## src/rtl/qdw_pkg.sv

```systemverilog
package qdw_pkg;
    localparam int BYTE_W      = 8;
    localparam int FRAME_BYTES = 3;
    localparam int WORD_W      = BYTE_W * FRAME_BYTES;
    localparam int CHAN_W      = 2;
    localparam int N_CHAN      = 1 << CHAN_W;
    localparam int CODE_W      = 14;
    localparam int CHAN_LSB    = 20;

    typedef enum logic [2:0] {
        ST_IDLE,
        ST_SYNC,
        ST_SHIFT,
        ST_RISE,
        ST_LOAD
    } seq_state_t;

    function automatic logic [WORD_W-1:0] pack_word(input logic [CHAN_W-1:0] ch,
                                                    input logic [CODE_W-1:0] code);
        logic [WORD_W-1:0] w;
        w = '0;
        w[CHAN_LSB +: CHAN_W] = ch;
        w[CODE_W-1:0] = code;
        return w;
    endfunction
endpackage

```

## src/rtl/qdw_shifter.sv

```systemverilog
module qdw_shifter #(
    parameter int HALF   = 2,
    parameter int BYTE_W = 8
) (
    input  logic              clk,
    input  logic              rst_n,
    input  logic              start_i,
    input  logic [BYTE_W-1:0] byte_i,
    output logic              sclk_o,
    output logic              sdo_o,
    output logic              busy_o,
    output logic              done_o
);
    localparam int HC_W  = $clog2(HALF + 1);
    localparam int BIT_W = $clog2(BYTE_W);

    logic [HC_W-1:0]   hc;
    logic [BIT_W-1:0]  bitn;
    logic [BYTE_W-1:0] sh;
    logic              ph;
    logic              adv;
    logic              busy;

    // Each bit: low phase then high phase; data moves one cycle after a fall.
    always_ff @(posedge clk or negedge rst_n) begin
        if (!rst_n) begin
            hc     <= '0;
            bitn   <= '0;
            sh     <= '0;
            ph     <= 1'b0;
            adv    <= 1'b0;
            busy   <= 1'b0;
            done_o <= 1'b0;
        end else begin
            done_o <= 1'b0;
            if (!busy && start_i) begin
                busy <= 1'b1;
                sh   <= byte_i;
                bitn <= '0;
                ph   <= 1'b0;
                hc   <= '0;
                adv  <= 1'b0;
            end else if (busy) begin
                if (adv) begin
                    sh  <= sh << 1;
                    adv <= 1'b0;
                end
                if (hc == HC_W'(HALF - 1)) begin
                    hc <= '0;
                    if (!ph) begin
                        ph <= 1'b1;
                    end else begin
                        ph <= 1'b0;
                        if (bitn == BIT_W'(BYTE_W - 1)) begin
                            busy   <= 1'b0;
                            done_o <= 1'b1;
                        end else begin
                            bitn <= bitn + 1'b1;
                            adv  <= 1'b1;
                        end
                    end
                end else begin
                    hc <= hc + 1'b1;
                end
            end
        end
    end

    assign sclk_o = ph;
    assign sdo_o  = sh[BYTE_W-1];
    assign busy_o = busy;

    // the data bit must hold across the falling clock edge
    a_r3_hold_at_fall: assert property (@(posedge clk) disable iff (!rst_n)
        $fell(ph) |-> $stable(sh[BYTE_W-1]));

    // serial clock high only while a byte is in flight
    a_r4_clk_needs_busy: assert property (@(posedge clk) disable iff (!rst_n)
        ph |-> busy);
endmodule

```

## src/rtl/qdw_strobe.sv

```systemverilog
module qdw_strobe #(
    parameter int LEN = 2
) (
    input  logic clk,
    input  logic rst_n,
    input  logic fire_i,
    output logic pulse_o,
    output logic done_o
);
    localparam int CW = $clog2(LEN + 1);

    logic [CW-1:0] cnt;
    logic          active;

    always_ff @(posedge clk or negedge rst_n) begin
        if (!rst_n) begin
            active <= 1'b0;
            cnt    <= '0;
        end else if (!active) begin
            if (fire_i) begin
                active <= 1'b1;
                cnt    <= '0;
            end
        end else if (cnt == CW'(LEN - 1)) begin
            active <= 1'b0;
        end else begin
            cnt <= cnt + 1'b1;
        end
    end

    assign pulse_o = active;
    assign done_o  = active && (cnt == CW'(LEN - 1));

    // a fire request during an active pulse must not restart the count
    a_r10_no_restart: assert property (@(posedge clk) disable iff (!rst_n)
        (active && !done_o) |=> (active && cnt == $past(cnt) + 1'b1));
endmodule

```

## src/rtl/quad_dac_writer.sv

```systemverilog
module quad_dac_writer
    import qdw_pkg::*;
#(
    parameter int DIV      = 4,
    parameter int LOAD_LEN = 2,
    parameter int CLR_LEN  = 4
) (
    input  logic              clk,
    input  logic              rst_n,
    input  logic              req_valid,
    output logic              req_ready,
    input  logic [CHAN_W-1:0] req_chan,
    input  logic [CODE_W-1:0] req_code,
    input  logic              batch_mode,
    input  logic              clr_cmd,
    output logic              ser_clk,
    output logic              ser_dat,
    output logic              frame_n,
    output logic              load_n,
    output logic              clear_n
);
    localparam int HALF  = DIV / 2;
    localparam int TMR_W = $clog2(DIV + 1);
    localparam int IDX_W = $clog2(FRAME_BYTES);

    seq_state_t         state, nxt;
    logic [TMR_W-1:0]   tmr;
    logic [IDX_W-1:0]   idx;
    logic [IDX_W-1:0]   sel;
    logic [WORD_W-1:0]  word;
    logic [WORD_W-1:0]  shifted;
    logic [N_CHAN-1:0]  written;
    logic [CHAN_W-1:0]  chan_q;
    logic               fsync_q;
    logic               sh_start, sh_done, sh_busy;
    logic [BYTE_W-1:0]  sh_byte;
    logic               ld_fire, ld_pulse, ld_done;
    logic               cl_pulse, cl_done;
    logic               half_end, per_end, last_byte, want_load;

    assign half_end  = (tmr == TMR_W'(HALF - 1));
    assign per_end   = (tmr == TMR_W'(DIV - 1));
    assign last_byte = (idx == IDX_W'(FRAME_BYTES - 1));
    assign want_load = !batch_mode || (&written);

    // State register
    always_ff @(posedge clk or negedge rst_n) begin
        if (!rst_n) state <= ST_IDLE;
        else        state <= nxt;
    end

    always_comb begin
        nxt = state;
        unique case (state)
            ST_IDLE:  if (req_valid)             nxt = ST_SYNC;
            ST_SYNC:  if (half_end)              nxt = ST_SHIFT;
            ST_SHIFT: if (sh_done && last_byte)  nxt = ST_RISE;
            ST_RISE:  if (per_end)               nxt = want_load ? ST_LOAD : ST_IDLE;
            ST_LOAD:  if (ld_done)               nxt = ST_IDLE;
            default:                             nxt = ST_IDLE;
        endcase
    end

    // Byte issue to the shift engine
    assign sh_start = ((state == ST_SYNC) && half_end) ||
                      ((state == ST_SHIFT) && sh_done && !last_byte);
    assign sel      = (state == ST_SYNC) ? '0 : idx + 1'b1;
    assign shifted  = word << (BYTE_W * sel);
    assign sh_byte  = shifted[WORD_W-1 -: BYTE_W];
    assign ld_fire  = (state == ST_RISE) && per_end && want_load;

    // Outputs and frame bookkeeping
    always_ff @(posedge clk or negedge rst_n) begin
        if (!rst_n) begin
            fsync_q <= 1'b1;
            tmr     <= '0;
            idx     <= '0;
            word    <= '0;
            chan_q  <= '0;
            written <= '0;
        end else begin
            unique case (state)
                ST_IDLE: begin
                    if (req_valid) begin
                        word    <= pack_word(req_chan, req_code);
                        chan_q  <= req_chan;
                        fsync_q <= 1'b0;
                        tmr     <= '0;
                        idx     <= '0;
                    end
                end
                ST_SYNC: tmr <= tmr + 1'b1;
                ST_SHIFT: begin
                    if (sh_done) begin
                        if (last_byte) begin
                            fsync_q <= 1'b1;
                            tmr     <= '0;
                            written <= written | (N_CHAN'(1) << chan_q);
                        end else begin
                            idx <= idx + 1'b1;
                        end
                    end
                end
                ST_RISE: begin
                    tmr <= tmr + 1'b1;
                    if (per_end && want_load) written <= '0;
                end
                ST_LOAD: ;
                default: ;
            endcase
        end
    end

    qdw_shifter #(.HALF(HALF), .BYTE_W(BYTE_W)) u_shift (
        .clk     (clk),
        .rst_n   (rst_n),
        .start_i (sh_start),
        .byte_i  (sh_byte),
        .sclk_o  (ser_clk),
        .sdo_o   (ser_dat),
        .busy_o  (sh_busy),
        .done_o  (sh_done)
    );

    qdw_strobe #(.LEN(LOAD_LEN)) u_load (
        .clk     (clk),
        .rst_n   (rst_n),
        .fire_i  (ld_fire),
        .pulse_o (ld_pulse),
        .done_o  (ld_done)
    );

    qdw_strobe #(.LEN(CLR_LEN)) u_clear (
        .clk     (clk),
        .rst_n   (rst_n),
        .fire_i  (clr_cmd),
        .pulse_o (cl_pulse),
        .done_o  (cl_done)
    );

    assign req_ready = (state == ST_IDLE);
    assign frame_n   = fsync_q;
    assign load_n    = !ld_pulse;
    assign clear_n   = !cl_pulse;

    // a byte is only issued to a free shift engine
    a_r2_start_when_free: assert property (@(posedge clk) disable iff (!rst_n)
        sh_start |-> !sh_busy);

    // serial clock toggles only inside a frame
    a_r4_clk_in_frame: assert property (@(posedge clk) disable iff (!rst_n)
        ser_clk |-> !frame_n);

    // load strobe never overlaps a frame
    a_r7_load_outside_frame: assert property (@(posedge clk) disable iff (!rst_n)
        !load_n |-> frame_n);

    // load strobe at least two cycles wide
    a_r7_load_width: assert property (@(posedge clk) disable iff (!rst_n)
        $fell(load_n) |=> !load_n);

    // no acceptance while a frame is open
    a_r8_busy_in_frame: assert property (@(posedge clk) disable iff (!rst_n)
        !frame_n |-> !req_ready);

    // clear strobe is wider than one cycle and ends after its last count
    a_r9_clear_width: assert property (@(posedge clk) disable iff (!rst_n)
        $fell(clear_n) |=> !clear_n);
    a_r9_clear_ends: assert property (@(posedge clk) disable iff (!rst_n)
        cl_done |=> clear_n);
endmodule

```

## config.mk

```make
export PLATFORM = sky130hd
export DESIGN_NAME = quad_dac_writer
export DESIGN_NICKNAME = d
export VERILOG_FILES = /design/src/rtl/qdw_pkg.sv /design/src/rtl/qdw_shifter.sv /design/src/rtl/qdw_strobe.sv /design/src/rtl/quad_dac_writer.sv
export SDC_FILE = /design/constraint.sdc
export NUM_CORES = 1
export LEC_CHECK = 0
export BUFFER_PORTS_ARGS = -buffer_cell sky130_fd_sc_hd__buf_2
export CORE_ASPECT_RATIO = 0.5
export CORE_MARGIN = 8
export CORE_UTILIZATION = 55
export CTS_CLUSTER_DIAMETER = 120
export DETAILED_ROUTE_END_ITERATION = 16
export GPL_ROUTABILITY_DRIVEN = 0
export PLACE_DENSITY = 0.75
export SYNTH_ARGS = -nofsm -noshare
export SYNTH_HDL_FRONTEND = slang
export SYNTH_SLANG_ARGS = --single-unit
```

## constraint.sdc

```tcl
create_clock -name clk -period 4.7 [get_ports clk]
set_input_delay 0.235 -clock clk [delete_from_list [all_inputs] [get_ports clk]]
set_output_delay 0.235 -clock clk [all_outputs]
set_load 0.01 [all_outputs]
```

==> report_table.html <==
<table>
<tr><th>Metric</th><th>Value</th></tr>
<tr><th colspan="2">Outcome</th></tr>
<tr><td>Status</td><td>finished, final reports clean</td></tr>
<tr><th colspan="2">CTS</th></tr>
<tr><td># clock sinks</td><td>53</td></tr>
<tr><td>Clock H-tree levels</td><td>2</td></tr>
<tr><td>Number of buffers added for setup after CTS</td><td>0</td></tr>
<tr><td>Post-cts repair resize count</td><td>0</td></tr>
<tr><td>Number of buffers inserted during clock tree synthesis</td><td>5</td></tr>
<tr><td>Root Driver</td><td>clkbuf_8</td></tr>
<tr><td>Later-pin clock latency in the skew report</td><td>300 ps</td></tr>
<tr><td>Clock tree buffer depth</td><td>2</td></tr>
<tr><td>TritonCTS clock tree</td><td>done</td></tr>
<tr><td>Cts hold-fix bufs</td><td>0</td></tr>
<tr><td>CTS clk-pin slew, worst paths</td><td>~90 ps</td></tr>
<tr><th colspan="2">Die</th></tr>
<tr><td>Core ar.</td><td>around 0.0044 mm^2</td></tr>
<tr><td>Total die area</td><td>~0.0072 mm^2</td></tr>
<tr><td>Count of boundary I/O pins</td><td>27</td></tr>
<tr><td>Width of the die</td><td>112.1 um</td></tr>
<tr><td>Std-Cell Rows</td><td>17</td></tr>
<tr><td>Starting density of the core</td><td>57.35%</td></tr>
<tr><td>Chip Height</td><td>64.03 um</td></tr>
<tr><th colspan="2">Synth</th></tr>
<tr><td>Number of nets produced by synthesis</td><td>253</td></tr>
<tr><td>Async S/R FF share, synth</td><td>100.0%</td></tr>
<tr><td>Sequential element share of the synthesized area</td><td>approximately 52%</td></tr>
<tr><td>Mapped Cells</td><td>about 220</td></tr>
<tr><td>Mapped cell area</td><td>0.002537 mm^2</td></tr>
<tr><td>Post-synth top flop</td><td>dfrtp_1</td></tr>
<tr><td>Leading cell type by number of instances after synthesis</td><td>dfrtp_1</td></tr>
<tr><td>Synth top area share</td><td>51.28%</td></tr>
<tr><td>Average instance area after synthesis</td><td>11.38 um^2</td></tr>
<tr><td>Yosys top cell by area</td><td>dfrtp_1</td></tr>
<tr><td>Post-synth cell types</td><td>43</td></tr>
<tr><td>Cell types with the highest counts after synthesis</td><td>dfrtp_1 (52), nand2_1 (19), mux2_2 (16)</td></tr>
<tr><td>Ranking of synthesized cells by area</td><td>dfrtp_1 (51%), mux2_2 (7.1%), mux2i_1 (5.1%), ha_1 (4.4%), a22o_1 (3.5%)</td></tr>
<tr><td>Count of warnings emitted by yosys</td><td>0</td></tr>
<tr><td>EDFF count, synth</td><td>0</td></tr>
<tr><td>Post-synthesis sequential element count</td><td>53</td></tr>
<tr><th colspan="2">STA</th></tr>
<tr><td>Slew of the pin with the lowest slew margin</td><td>712.9 ps</td></tr>
<tr><td>Achievable Freq</td><td>0.5011 GHz</td></tr>
<tr><td>Smallest hold slack</td><td>33.01 ps</td></tr>
<tr><td>Final max-slew violation count</td><td>0</td></tr>
<tr><td>Clock period minus final worst setup slack</td><td>1996 ps</td></tr>
<tr><td>Hold Vio Cnt, Final</td><td>0</td></tr>
<tr><td>Setup violators final</td><td>0</td></tr>
<tr><td>Period utilization</td><td>42.46%</td></tr>
<tr><td>Unrepaired setup endpoints after global routing</td><td>false</td></tr>
<tr><td>Setup Total Neg Slack</td><td>0 ps</td></tr>
<tr><td>Worst clock skew on the final layout</td><td>4.129 ps</td></tr>
<tr><td>Normalized max-slew margin</td><td>52.47%</td></tr>
<tr><th colspan="2">Finish</th></tr>
<tr><td>Antenna diodes</td><td>0</td></tr>
<tr><td>Share of final-layout standard cells stronger than drive strength 1</td><td>22.40%</td></tr>
<tr><td>Number of fill cells</td><td>roughly 380</td></tr>
<tr><td>Area of the multi-input gates</td><td>0.001127 mm^2</td></tr>
<tr><td>Register Area</td><td>0.001328 mm^2</td></tr>
<tr><td>Nets@finish</td><td>279</td></tr>
<tr><td>Area added between synthesis and finish</td><td>10.75%</td></tr>
<tr><th colspan="2">Power</th></tr>
<tr><td>Worst ir drop on vdd</td><td>0.0002496 V</td></tr>
<tr><td>Share of power burned in the clock network</td><td>~17%</td></tr>
<tr><td>Power spent charging and discharging nets</td><td>601.0 uW</td></tr>
<tr><td>Sequential share of power</td><td>46.8%</td></tr>
<tr><td>Comb power frac</td><td>36.6%</td></tr>
<tr><td>Power density of the placed cells</td><td>598.0 mW/mm^2</td></tr>
<tr><td>Internal power</td><td>1080 uW</td></tr>
<tr><td>LEAKAGE</td><td>roughly 0.0013 uW</td></tr>
<tr><td>Switching share of power</td><td>35.76%</td></tr>
<tr><th colspan="2">Critical path</th></tr>
<tr><td>Kind of cell with the highest combined delay on the critical path</td><td>simple AND/OR/NAND/NOR gates</td></tr>
<tr><td>Crit-path max FO</td><td>12</td></tr>
<tr><td>Startpoint type of the worst setup path</td><td>flop</td></tr>
<tr><td>Crit. End Element</td><td>flop</td></tr>
<tr><td>Critical Path Max Stage Delay</td><td>550 ps</td></tr>
<tr><td>List of cells traversed by the critical path</td><td>or3b_1 &gt; or2_4 &gt; and3b_1 &gt; a22o_1</td></tr>
<tr><td>Number of buffers and inverters on the critical path</td><td>0</td></tr>
<tr><td>Slowest-stage cell, CP</td><td>dfrtp_1</td></tr>
<tr><td>Arrival @ worst endpoint</td><td>2190 ps</td></tr>
<tr><td>Worst endpoint required time</td><td>a little under 5000 ps</td></tr>
<tr><td>R2R setup slack</td><td>around 2700 ps</td></tr>
<tr><td>Setup CP Type</td><td>reg2reg</td></tr>
<tr><th colspan="2">Placement</th></tr>
<tr><td>Number of input and output port buffers inserted</td><td>26</td></tr>
<tr><td>HPWL Detailed</td><td>between 3 and 4 mm</td></tr>
<tr><th colspan="2">Global routing</th></tr>
<tr><td>Wire length of the first global-routing pass</td><td>around 8.3 mm</td></tr>
<tr><td>Grt total ovfl</td><td>0</td></tr>
<tr><td>Via count of the first global-routing pass</td><td>around 1.8k</td></tr>
<tr><td>Number of antenna violations at the first check in global routing</td><td>0</td></tr>
<tr><td>Maximum number of pins on one net before global-route repair</td><td>54</td></tr>
<tr><td>Overall global routing resource usage</td><td>about 14%</td></tr>
<tr><th colspan="2">Drt</th></tr>
<tr><td>Number of vias in the routed layout</td><td>1726</td></tr>
<tr><td>DRT Wirelength</td><td>between 4 and 5 mm</td></tr>
<tr><td>Detail-routed net length per standard cell</td><td>15.65 um</td></tr>
<tr><td>Number of nets with antenna violations after routing</td><td>0</td></tr>
<tr><td>Detailed-routing iteration count for the pre-antenna-repair pass</td><td>4</td></tr>
<tr><td>Via/cell ratio</td><td>5.622</td></tr>
<tr><td>Post-detailed-route DRC marker count</td><td>0</td></tr>
<tr><td>Initial detailed-routing violation count</td><td>104</td></tr>
<tr><th colspan="2">Flow run</th></tr>
<tr><td>Max-cap check violation count</td><td>0</td></tr>
<tr><th colspan="2">Worst hold path</th></tr>
<tr><td>Worst min path class</td><td>in2async</td></tr>
</table>
## worst reg2reg max path, cell delays in order (launching register included)
cell	delay (ps)
dfrtp_1	550
or3b_1	530
or2_4	310
and3b_1	250
a22o_1	250
## sequential cells by signal (all words and copies together) (netlist names), 2 cells and up
register / cells
idx: 2
state: 3
tmr: 3
u_clear.cnt: 3
u_load.cnt: 2
u_shift.bitn: 3
u_shift.hc: 2
u_shift.sh: 8
word: 15
written: 4
## layout make-up
cell class              count  area share (%)
repair buffers             27           4.898
clock inverters             1          0.1781
flip-flops and latches     53           47.24
well taps                  57           2.538
clock buffers               7           3.428
inverters                  12           1.603
multi-input cells         150           40.12
## power by group through the flow
stage / registers, uW / logic (uW) / clock network [uW]
5_1_grt: 811 / 704 / 301
3_5_place_dp: 794 / 621 / 0
4_1_cts: 786 / 624 / 284
2_1_floorplan: 736 / 518 / 0
3_3_place_gp: 778 / 588 / 0
6_report: 787 / 614 / 279
## final timing paths
path / from / end / depth (start not counted)
max: state[0]$_DFFE_PN0P_ / u_shift.sclk_o$_DFFE_PN0P_ / 4
min: rst_n / tmr[1]$_DFFE_PN0P_ / 2
max reg2reg: state[0]$_DFFE_PN0P_ / u_shift.sclk_o$_DFFE_PN0P_ / 4
min reg2reg: u_shift.hc[1]$_DFFE_PN0P_ / u_shift.hc[1]$_DFFE_PN0P_ / 1
max in group asynchronous: rst_n / u_shift.bitn[2]$_DFFE_PN0P_ / 2
min in group clk: req_valid / frame_n$_DFFE_PN1P_ / 2
## metal layers
layer  global-route usage (%)  vias up  wire [um]  share of wire [%]
met2                    22.85       24       2374                 49
li1                         -      843          -                  -
met5                        0        -          0                  0
met3                    3.277        2        128                2.7
met1                    18.80      857       2271                 47
met4                    4.493        0         30               0.62
## placed cells by master (no fill, tap or decap), drive strengths merged, types with 5 or more instances in the layout
cell type | Yosys | layout
mux2i | 13 | 13
clkbuf | 4 | 7
ha | 9 | 9
nor2 | 9 | 9
inv | 12 | 12
a22o | 10 | 10
nand2 | 19 | 19
o21ai | 15 | 15
buf | 4 | 27
mux2 | 16 | 16
nor2b | 5 | 5
dfrtp | 52 | 52
## cells by family (layout without fill, tap and decap cells)
kind of cell / after synthesis / count (layout) / synth area share, %
AOI/OAI and AO/OA: 48 / 48 / 13.66
buffers and inverters: 20 / 47 / 3.254
and+or+nand+nor: 60 / 60 / 12.72
muxes: 29 / 29 / 12.23
DFF: 53 / 53 / 52.32
adders and majority gates: 9 / 9 / 4.438
xor gates and xnor gates: 4 / 4 / 1.381
## through the flow
step	instance area, um^2	std cells	power (uW)	setup slack [ps]	utilization, %
after floorplan	2537	223	1254	2824	-
after global placement	2709	299	1366	2793	61.23
after detailed placement	2709	299	1414	2725	61.23
after CTS	2810	307	1694	2701	63.52
after global routing	2810	307	1815	2545	63.52
final	2810	307	1681	2704	63.52
(Power assumes the default switching activity.)
